==> config.mk <==
export PLATFORM = sky130hd
export DESIGN_NAME = rst_seq
export DESIGN_NICKNAME = d
export VERILOG_FILES = /design/src/rtl/rst_seq.sv
export SDC_FILE = /design/constraint.sdc
export NUM_CORES = 1
export LEC_CHECK = 0
export BUFFER_PORTS_ARGS = -buffer_cell sky130_fd_sc_hd__buf_2
export CORE_MARGIN = 3
export CORE_UTILIZATION = 35
export CTS_CLUSTER_SIZE = 40
export DETAILED_ROUTE_END_ITERATION = 7
export SLEW_MARGIN = 20
export SYNTH_ARGS = -nofsm -noshare
export SYNTH_HDL_FRONTEND = slang
export SYNTH_SLANG_ARGS = --single-unit
==> constraint.sdc <==
create_clock -name clk -period 1.7 [get_ports clk]
set_input_delay 0 -clock clk [delete_from_list [all_inputs] [get_ports clk]]
set_output_delay 0 -clock clk [all_outputs]
set_load 0.02 [all_outputs]
==> src/rtl/rst_seq.sv <==
module rst_seq #(
  parameter int STAB_CYC  = 16384,
  parameter int SHORT_CYC = 4
) (
  input  logic       clk,
  input  logic       por,
  input  logic       ext_rst_n,
  input  logic       sw_req,
  input  logic       wdt_req,
  input  logic [1:0] clk_mode,
  input  logic       por_opt,
  input  logic       pin_opt,
  input  logic       stat_rd,
  output logic       core_rst,
  output logic       rst_pin_n,
  output logic       restart_main,
  output logic [3:0] rst_cause
);
  localparam int MAXC = (STAB_CYC > SHORT_CYC) ? STAB_CYC : SHORT_CYC;
  localparam int CW = $clog2(MAXC) + 1;
  localparam logic [CW-1:0] STAB_LAST  = CW'(STAB_CYC - 1);
  localparam logic [CW-1:0] SHORT_LAST = CW'(SHORT_CYC - 1);

  typedef enum logic [2:0] {IDLE, PWR, STAB, SHORT, HOLD} st_t;

  st_t st, st_nx;
  logic [CW-1:0] cnt, cnt_nx;
  logic ext_prev;
  logic [3:0] src;

  wire ext_act = ~ext_rst_n;
  wire ext_new = ext_act & ~ext_prev;
  wire in_main = (clk_mode == 2'b00);
  wire open_st = (st == IDLE) || (st == STAB) || (st == SHORT);
  wire accept  = open_st && (ext_new || wdt_req || sw_req);

  always_comb begin
    if (ext_new)      src = 4'b0010;
    else if (wdt_req) src = 4'b0100;
    else              src = 4'b1000;
  end

  always_comb begin
    st_nx  = st;
    cnt_nx = cnt + 1'b1;
    case (st)
      PWR: begin
        cnt_nx = '0;
        st_nx  = por_opt ? STAB : (ext_act ? HOLD : IDLE);
      end
      STAB:
        if (cnt == STAB_LAST) begin
          cnt_nx = '0;
          st_nx  = ext_act ? HOLD : IDLE;
        end
      SHORT:
        if (cnt == SHORT_LAST) begin
          cnt_nx = '0;
          st_nx  = IDLE;
        end
      HOLD: begin
        cnt_nx = '0;
        if (!ext_act) st_nx = IDLE;
      end
      default: cnt_nx = '0;
    endcase
    if (accept) begin
      cnt_nx = '0;
      if (st == STAB)   st_nx = STAB;
      else if (ext_new) st_nx = (por_opt && !in_main) ? STAB : HOLD;
      else              st_nx = in_main ? SHORT : STAB;
    end
  end

  always_ff @(posedge clk or posedge por) begin
    if (por) begin
      st           <= PWR;
      cnt          <= '0;
      ext_prev     <= 1'b0;
      restart_main <= 1'b0;
      rst_cause    <= 4'b0001;
    end else begin
      st           <= st_nx;
      cnt          <= cnt_nx;
      ext_prev     <= ext_act;
      restart_main <= (st != IDLE) && (st_nx == IDLE);
      if (accept)       rst_cause <= src;
      else if (stat_rd) rst_cause <= 4'b0000;
    end
  end

  assign core_rst  = (st != IDLE);
  assign rst_pin_n = ~(pin_opt && ((st == STAB) || (st == SHORT)));
endmodule

==> flow_metrics.py, run 1 <==
metrics = {
    "die": {
        "coreArea_um2": 3716,
        "die_w_um": 68.48,
        "num_rows": 22,
        "die_h_um": 68.48,
        "io_pins": 17,
        "start_util_pct": 36.77,
        "dieArea_um2": 4690,
    },
    "detailed_routing": {
        "drt-initial-drc-count": 80,
        "drc": 0,
        "wl_met3_um": 61,
        "dr_total_vias": 1108,
        "wirelength_mm": 2.812,
        "dr.pass1.iters": 4,
        "dr.max_layer_used": "met4",
        "wl_per_cell_um": 12.55,
        "ant_nets": 0,
        "wl_met1_mm": 1.190,
        "vias_per_cell": 4.946,
        "routed-wl-met2_mm": 1.535,
    },
    "finish": {
        "stdcell_count": 224,
        "drive_gt1_share_pct": 38.64,
        "diodes": 0,
        "final_cell_mix": "dfrtp_1 (22), buf_4 (19), buf_2 (16)",
        "nets": 188,
        "n_fill_cell": 352,
        "mostFrequentLayoutCell": "dfrtp_1",
        "multi_input_area_um2": 739.5,
        "fin_util_pct": 48.11,
        "area_growth_pct": 30.86,
        "regArea_um2": 603.1,
    },
    "outcome": {
        "status": "completed",
    },
    "synth": {
        "synth_top_area_share_pct": 40.29,
        "synth_area_leaders": "dfrtp_1 (40%), nor2_4 (6.6%), xor2_1 (5.1%)",
        "synth_fp_nets": 148,
        "seq_area_frac_synth_pct": 44.14,
        "synthAdderAreaFrac_pct": 0.9158,
        "ys.flop_type": "dfrtp_1",
        "synth_top_area_cell": "dfrtp_1",
        "synth_area_per_cell_um2": 9.973,
        "synth_top_family_by_area": "simple AND/OR/NAND/NOR gates",
        "synthXorXnorAreaFrac_pct": 8.974,
        "synthDistinctLibCells": 42,
        "synth-edff-count": 0,
        "ys_warn_count": 0,
        "async_reset_ff_share_pct": 100.0,
        "muxShareOfSynthArea_pct": 0,
        "syn_area_um2": 1366,
        "synth-compound-area-share_pct": 9.432,
        "synth-seq-cells": 24,
        "synthSimpleGateAreaFrac_pct": 30.59,
        "postSynthCellCount": 137,
    },
    "setup_path": {
        "cp_max_fo": 8,
        "worstSetupPathType": "flip-flop to flip-flop",
        "regToRegSetupSlack_ns": 0.07,
        "r2r_start": "cnt[0]",
        "ff2ff_path_depth": 7,
        "cp-end-kind": "flip-flop",
        "required_ns": 1.90,
        "start_kind": "flip-flop",
        "crit_end": "cnt[13]",
        "crit_start": "cnt[0]",
        "worstReg2RegEnd": "cnt[13]",
        "crit_arrival_ns": 1.83,
    },
    "timing": {
        "final_max_slew_viol_count": 0,
        "worst_slew_pin_slew_ns": 0.4862,
        "finalSetupViolCount": 0,
        "finalSetupTns_ns": 0,
        "setup_ws_ns": 0.07344,
        "slew_headroom_pct": 67.24,
        "hold_viol_final": 0,
        "min_period_ns": 1.627,
        "skew_ns": 0.006262,
        "clock.fmax_mhz": 614.8,
        "post-route-period-util_pct": 95.68,
    },
    "placed_design": {
        "dpl.hpwl_mm": 2.048,
        "io_buffers": 16,
        "place_congestion": 0.7824,
        "pre_cts_ws_ns": 0.01970,
        "placed_cells": 216,
    },
    "grt": {
        "grt_pass1_wl_mm": 4.581,
        "grt-ovfl-total": 0,
        "grt_max_degree": 25,
        "antenna_found_initial": 0,
        "grt_usage_pct": 13.05,
        "grt_pass1_vias": 1055,
    },
    "clocking": {
        "clock_path_buffers": 2,
        "cts_tree": "yes",
        "clk_pin_slew_ns": 0.09,
        "cts.htree.levels": 1,
        "cts_sinks": 24,
        "cts_buffers": 3,
        "root_buffer": "clkbuf_8",
        "insertion_delay_ns": 0.27,
    },
    "min_path": {
        "hp-class": "primary input to flip-flop",
    },
    "flow_run": {
        "maxCapViolations": 0,
    },
    "power": {
        "powerDensity_nw_per_um2": 826.2,
        "finalPower_mw": 1.477,
        "vdd_drop_max_uv": 351.4,
        "leakage_nw": 0.7604,
    },
}
[routing by layer]
layer | vias to the layer above | GRT usage (%)
li1 | 553 | -
met2 | 14 | 22.65
met5 | - | 0
met4 | 0 | 4.467
met3 | 2 | 1.970
met1 | 539 | 16.28
[area by class of cell]
cell class                      count  share of cell area, %
Timing Repair Buffer               40                  15.89
Clock inverter                      1                  1.680
Tap cell                           48                  3.359
Inverter                            8                  1.680
Multi-Input combinational cell    100                  41.36
Clock buffer                        3                  2.309
Sequential cell                    24                  33.73
[cell families after synthesis]
family | count (synthesis)
and+or+nand+nor | 65
DFF | 24
AOI/OAI and AO/OA | 20
xor gates and xnor gates | 14
buffers and inverters | 13
adders and majority gates | 1
[worst min-delay path by stage]
| stage | start | endpoint | slack (ns) | cells past startpoint |
|---|---|---|---|---|
| 6_report | wdt_req | rst_cause[2] | 0.03 | 3 |
| 5_1_grt | wdt_req | rst_cause[2] | 0.02 | 3 |
| 4_1_cts | wdt_req | rst_cause[2] | 0.009 | 3 |
| 3_5_place_dp | por | cnt[1] | 0.07 | 3 |
| 3_3_place_gp | por | rst_cause[1] | 0.06 | 3 |
| 2_1_floorplan | por | cnt[0] | 0.01 | 1 |
[critical path, cell delays in order, from the launching register on]
cell,delay [ns]
dfrtp_1,0.42
ha_4,0.18
nor2b_4,0.13
nand4_4,0.08
o21ai_2,0.06
or3_4,0.41
buf_12,0.17
nor2_4,0.09
[through the flow]
step / instance area (um2) / hold WS (ns)
final: 1788 / 0.02986
after global routing: 1788 / 0.02480
after CTS: 1732 / 0.008778
after detailed placement: 1625 / 0.07052
after global placement: 1625 / 0.05914
after floorplan: 1374 / 0.01314
[state kept, by name, summed over array words and instances, names as in the netlist]
| signal | count |
|---|---|
| cnt | 15 |
| ext_prev | 1 |
| restart_main | 1 |
| rst_cause | 4 |
| st | 3 |
[report_power, final]
group          switching (mW)  leakage [nW]  internal, mW
Sequential             0.0369         0.317         0.617
Combinational           0.185         0.408         0.135
Clock                   0.189        0.0357         0.315
Total                   0.411         0.760          1.07
[cells in the mapped netlist (2+ instances only)]
master	number
dfstp_2	2
inv_1	7
xnor2_1	6
nor4_1	4
nand3_1	7
nor3_1	5
nand4_1	2
dfrtp_1	22
nor2_1	15
o21ai_0	5
and3_1	2
a21oi_1	5
nor2_4	8
nand3b_1	2
and4_1	2
nand2_1	8
xor2_1	8
buf_4	2
nor2_2	2
[repair_timing]
item,CTS,global route
setup endpoints to repair,3,15
buffers inserted,0,1
pin swaps,0,5
hold buffers,3,0
gates resized for setup,1,10
endpoints found under the hold margin,24,0
Power figures use the tool's default switching activity.
==> run 2: changes to the inputs <==
Settings changed: ABC_AREA from default to 1, PLACE_DENSITY_LB_ADDON from default to 0.12.
==> run 2 against run 1 <==
Core utilization shrank 2.8 points. Hold slack gained 0.094 ns. Design area fell by 11%. Power down 32%. Wire length is 4.6% lower. Critical path type unchanged.
==> flow_metrics.py, run 2 <==
metrics = {
    "synth": {
        "synthDistinctLibCells": 32,
        "synth_area_leaders": "dfrtp_1 (41%), inv_1 (8.9%), nor2_1 (8.4%)",
        "postSynthCellCount": 170,
        "synth_top_area_cell": "dfrtp_1",
        "ys_warn_count": 0,
        "syn_area_um2": 1348,
        "synth_fp_nets": 181,
        "yosysMostFrequentCell": "inv_1",
        "ys.flop_type": "dfrtp_1",
        "async_reset_ff_share_pct": 100.0,
        "synth-seq-cells": 24,
        "synth_top_area_share_pct": 40.85,
        "synth-edff-count": 0,
        "synthTopCellsByCount": "inv_1 (32), nor2_1 (30), nand2_1 (26), dfrtp_1 (22), nand2_2 (9)",
        "synth_area_per_cell_um2": 7.927,
        "seq_area_frac_synth_pct": 44.75,
    },
    "power": {
        "finalPower_mw": 1.001,
        "leakage_nw": 0.8071,
        "vdd_drop_max_uv": 231.3,
        "powerDensity_nw_per_um2": 627.7,
    },
    "timing": {
        "clock.fmax_mhz": 629.9,
        "skew_ns": 0.001510,
        "min_period_ns": 1.587,
        "setup_ws_ns": 0.1126,
        "finalSetupTns_ns": 0,
        "hold_ws_ns": 0.1240,
        "worst_slew_pin_slew_ns": 0.2902,
        "rsz0062_at_grt": "false",
        "final_max_slew_viol_count": 0,
        "finalSetupViolCount": 0,
        "post-route-period-util_pct": 93.38,
        "slew_headroom_pct": 80.57,
        "hold_viol_final": 0,
    },
    "grt": {
        "grt_pass1_wl_mm": 4.353,
        "grt_usage_pct": 12.77,
        "grt-ovfl-total": 0,
        "grt_max_degree": 25,
        "antenna_found_initial": 0,
        "grt_pass1_vias": 1001,
    },
    "clocking": {
        "clk_pin_slew_ns": 0.08,
        "cts_buffers": 3,
        "cts_tree": "yes",
        "cts.htree.levels": 1,
        "cts_sinks": 24,
        "root_buffer": "clkbuf_8",
        "insertion_delay_ns": 0.26,
        "clock_path_buffers": 2,
    },
    "finish": {
        "largest_reg_flops": 15,
        "nets": 206,
        "stdcell_count": 240,
        "final_cell_mix": "inv_1 (32), nor2_1 (30), nand2_1 (26)",
        "drive_gt1_share_pct": 22.68,
        "reg.largest.list": "cnt x15, rst_cause x4, st x3",
        "mostFrequentLayoutCell": "inv_1",
        "largest-register": "cnt",
        "diodes": 0,
        "n_fill_cell": 353,
        "area_growth_pct": 18.29,
    },
    "setup_path": {
        "worstSetupPathType": "flip-flop to flip-flop",
        "cp-end-kind": "flip-flop",
        "crit_arrival_ns": 1.75,
        "required_ns": 1.86,
        "crit_start": "cnt[0]",
        "r2r_start": "cnt[0]",
        "start_kind": "flip-flop",
        "cp_max_fo": 13,
    },
    "detailed_routing": {
        "wirelength_mm": 2.683,
        "dr.pass1.iters": 4,
        "dr_total_vias": 1083,
        "ant_nets": 0,
        "drt-initial-drc-count": 24,
        "wl_per_cell_um": 11.18,
        "vias_per_cell": 4.513,
        "drc": 0,
    },
    "placed_design": {
        "io_buffers": 16,
        "pre_cts_ws_ns": 0.01566,
        "place_congestion": 0.7964,
        "placed_cells": 231,
        "dpl.hpwl_mm": 2.074,
    },
    "die": {
        "die_w_um": 68.05,
        "io_pins": 17,
        "start_util_pct": 38.27,
        "dieArea_um2": 4631,
        "num_rows": 21,
        "die_h_um": 68.05,
        "coreArea_um2": 3521,
    },
    "outcome": {
        "status": "completed",
    },
    "flow_run": {
        "maxCapViolations": 0,
    },
    "min_path": {
        "min_from": "clk_mode[0]",
        "hp-class": "primary input to flip-flop",
    },
}
run 2: cell count changes in the layout (fill, tap and decap cells not counted), sizes merged, moves of 3 or more:
| cell | before | now |
|---|---|---|
| buf | 37 | 18 |
| nor2 | 25 | 35 |
| inv | 8 | 33 |
| o21ai | 6 | 2 |
| nand2 | 8 | 35 |
| and4 | 3 | 0 |
| nor2b | 3 | 0 |
| nor4 | 5 | 0 |
| o211ai | 0 | 3 |
| xnor2 | 6 | 3 |
| nor3 | 5 | 2 |
| xor2 | 8 | 4 |
run 2: worst paths after layout:
kind                           endpoint  slack (ns)  cells past startpoint
max                             cnt[11]        0.11                     11
min                               st[0]        0.12                      5
max reg2reg                     cnt[11]        0.11                     11
min reg2reg                rst_cause[0]        0.44                      2
max in group asynchronous         st[0]        1.11                      4
min in group asynchronous        cnt[6]        0.31                      4
run 2: metrics by stage:
| step | instance area [um2] | util [%] |
|---|---|---|
| CTS | 1572 | 44.63 |
| finish | 1594 | 45.27 |
| global placement | 1476 | 41.93 |
| detailed placement | 1476 | 41.93 |
| global route | 1594 | 45.27 |
| floorplan | 1348 | - |
run 2: cells by family (layout without fill, tap and decap cells):
kind of cell	count (synthesis)	in the layout	synth area share, %
xor gates and xnor gates	7	7	4.550
DFF	24	24	44.75
AOI/OAI and AO/OA	17	17	8.728
and+or+nand+nor	86	86	30.64
adders and majority gates	1	1	0.9284
buffers and inverters	35	59	10.40
run 2: layer usage:
layer	share of wire (%)	wire length [um]	track usage, %
met1	50	1339	17.52
met5	0	0	0
met3	3.4	90	2.463
met4	1.6	44	5.955
met2	45	1210	19.25
run 2: repair_timing:
item / CTS / global route
setup buffers: 0 / 1
setup endpoints to repair: 0 / 14
hold buffers: 4 / 0
gates resized for setup: 0 / 3
endpoints found under the hold margin: 25 / 0
run 2: final cells by class:
class                      count  area (um2)  area share [%]
clock buffer                   4       55.05           3.454
inverter                      33       123.9           7.771
multi-input combinational    111       619.3           38.85
sequential                    24       603.1           37.83
tap                           46       57.56           3.611
timing repair buffer          22       135.1           8.477
run 2: power breakdown:
part,internal (mW),total [mW],switching (mW)
registers,0.572,0.572,0.000277
clock network,0.207,0.384,0.177
logic,0.0191,0.0447,0.0256
run 2: worst max-delay path, stage by stage, from the launching register on:
cell and delay (ns):
dfrtp_1 0.39, ha_2 0.23, inv_1 0.05, nor2_1 0.08, nand2_1 0.06, nor2_1 0.08
nand2_1 0.06, nand2_1 0.11, nand2_2 0.13, nand2_4 0.16, nor2_1 0.06, o21a_1 0.10
==> run 3: changes to the inputs <==
==> constraint.sdc (replaced) <==
create_clock -name clk -period 1.7 [get_ports clk]
set_input_delay 0.17 -clock clk [delete_from_list [all_inputs] [get_ports clk]]
set_output_delay 0.17 -clock clk [all_outputs]
set_load 0.02 [all_outputs]
==> run 3 against run 2 <==
Clock-buffer cell count is the same. Worst setup slack is the same. Highest routed layer unchanged. Sequential share of layout area grew 0.73 points. Power shrank 0.65%. Combinational power shrank 12%. Clock skew grew 0.00062 ns.
==> flow_metrics.py, run 3 (synthesized netlist as in run 2, its figures left out) <==
metrics = {
    "finish": {
        "area_growth_pct": 16.06,
        "reg.largest.list": "cnt x15, rst_cause x4, st x3",
        "largest-register": "cnt",
        "n_fill_cell": 356,
        "final_cell_mix": "inv_1 (32), nor2_1 (30), nand2_1 (26)",
        "nets": 203,
        "stdcell_count": 237,
        "final_area_um2": 1564,
        "diodes": 0,
        "mostFrequentLayoutCell": "inv_1",
        "fin_util_pct": 44.42,
        "largest_reg_flops": 15,
        "drive_gt1_share_pct": 23.04,
    },
    "detailed_routing": {
        "dr_total_vias": 1070,
        "drc": 0,
        "vias_per_cell": 4.515,
        "wl_per_cell_um": 11.14,
        "drt-initial-drc-count": 24,
        "wirelength_mm": 2.640,
        "ant_nets": 0,
        "dr.pass1.iters": 4,
    },
    "clocking": {
        "cts_sinks": 24,
        "clk_pin_slew_ns": 0.08,
        "cts.htree.levels": 1,
        "root_buffer": "clkbuf_8",
        "insertion_delay_ns": 0.26,
        "clock_path_buffers": 2,
        "cts_buffers": 3,
        "cts_tree": "yes",
    },
    "timing": {
        "finalSetupViolCount": 0,
        "hold_ws_ns": 0.07878,
        "min_period_ns": 1.587,
        "slew_headroom_pct": 80.57,
        "rsz0062_at_grt": "false",
        "clock.fmax_mhz": 629.9,
        "post-route-period-util_pct": 93.38,
        "setup_ws_ns": 0.1126,
        "finalSetupTns_ns": 0,
        "final_max_slew_viol_count": 0,
        "skew_ns": 0.002130,
        "hold_viol_final": 0,
        "worst_slew_pin_slew_ns": 0.2902,
    },
    "setup_path": {
        "crit_arrival_ns": 1.75,
        "cp_cell_sequence": "ha_2 -> inv_1 -> nor2_1 -> nand2_1 -> nor2_1 -> nand2_1 -> nand2_1 -> nand2_2 -> nand2_4 -> nor2_1 -> o21a_1",
        "worstReg2RegEnd": "cnt[11]",
        "crit_end": "cnt[11]",
        "worst_path_max_delay_cell": "dfrtp_1",
        "start_kind": "flip-flop",
        "r2r_start": "cnt[0]",
        "cp_max_fo": 13,
        "max_stage_delay_ns": 0.39,
        "required_ns": 1.86,
        "worstSetupPathType": "flip-flop to flip-flop",
        "regToRegSetupSlack_ns": 0.11,
        "cp-end-kind": "flip-flop",
        "ff2ff_path_depth": 11,
        "crit_start": "cnt[0]",
    },
    "die": {
        "num_rows": 21,
        "die_h_um": 68.05,
        "start_util_pct": 38.27,
        "dieArea_um2": 4631,
        "coreArea_um2": 3521,
        "io_pins": 17,
        "die_w_um": 68.05,
    },
    "power": {
        "p_comb_share_pct": 4.0,
        "sw_frac_of_total_pct": 20.24,
        "powerDensity_nw_per_um2": 635.7,
        "netSwitchingPower_uw": 201.3,
        "finalPower_uw": 994.2,
        "clockPowerShare_pct": 38.5,
        "leakage_nw": 0.7945,
        "internal_power_uw": 792.9,
        "p_seq_share_pct": 57.5,
        "vdd_drop_max_uv": 229.3,
    },
    "min_path": {
        "hp-class": "primary input to flip-flop",
    },
    "placed_design": {
        "dpl.hpwl_mm": 2.074,
        "pre_cts_ws_ns": 0.01566,
        "place_area_um2": 1476,
        "placed_cells": 231,
        "io_buffers": 16,
        "place_congestion": 0.7964,
    },
    "grt": {
        "grt_usage_pct": 12.56,
        "antenna_found_initial": 0,
        "grt_max_degree": 25,
        "grt-ovfl-total": 0,
        "grt_pass1_wl_mm": 4.284,
        "grt_pass1_vias": 987,
    },
    "flow_run": {
        "maxCapViolations": 0,
    },
    "outcome": {
        "status": "completed",
    },
}
## run 3: changes by cell type in the layout (fill, tap and decap cells not counted)
cell	delta
dlygate4sd3_1	-3
## run 3: what timing repair did
| item | in CTS | in global routing |
|---|---|---|
| endpoints found under the setup margin | 0 | 14 |
| setup buffers | 0 | 1 |
| hold endpoints to repair | 22 | 0 |
| resized for setup | 0 | 3 |
| hold buffers | 1 | 0 |
## run 3: worst min-delay path by stage
stage	startpoint	endpoint	depth (start not counted)
after floorplan	por	cnt[0]	1
after global placement	por	rst_cause[2]	3
after detailed placement	por	rst_cause[2]	3
after CTS	ext_rst_n	ext_prev	2
after global routing	ext_rst_n	ext_prev	2
final	ext_rst_n	ext_prev	2
## run 3: critical path: cells and delay by family (launching register included)
family	cells	cell delay, ns
buf+inv	1	0.05
flops	1	0.39
compound gates	1	0.10
simple gates	8	0.74
fa+ha+maj	1	0.23
## run 3: cell type report
type	count	area (um2)	area share, %
Timing Repair Buffer	19	105.1	6.720
Multi-Input combinational cell	111	619.3	39.60
Sequential cell	24	603.1	38.56
Clock buffer	4	55.05	3.520
Inverter	33	123.9	7.920
Tap cell	46	57.56	3.680
## run 3: power by group through the flow
stage / Clock [mW] / Combinational [mW] / Sequential [mW]
6_report: 0.383 / 0.0393 / 0.572
5_1_grt: 0.425 / 0.0456 / 0.572
4_1_cts: 0.401 / 0.0402 / 0.572
3_5_place_dp: 0 / 0.0383 / 0.583
3_3_place_gp: 0 / 0.0376 / 0.583
2_1_floorplan: 0 / 0.0193 / 0.583
## run 3: metal layers
layer	wire length, um	global-route usage, %
met4	44	5.955
met2	1173	18.65
met5	0	0
met3	90	2.463
met1	1332	17.41
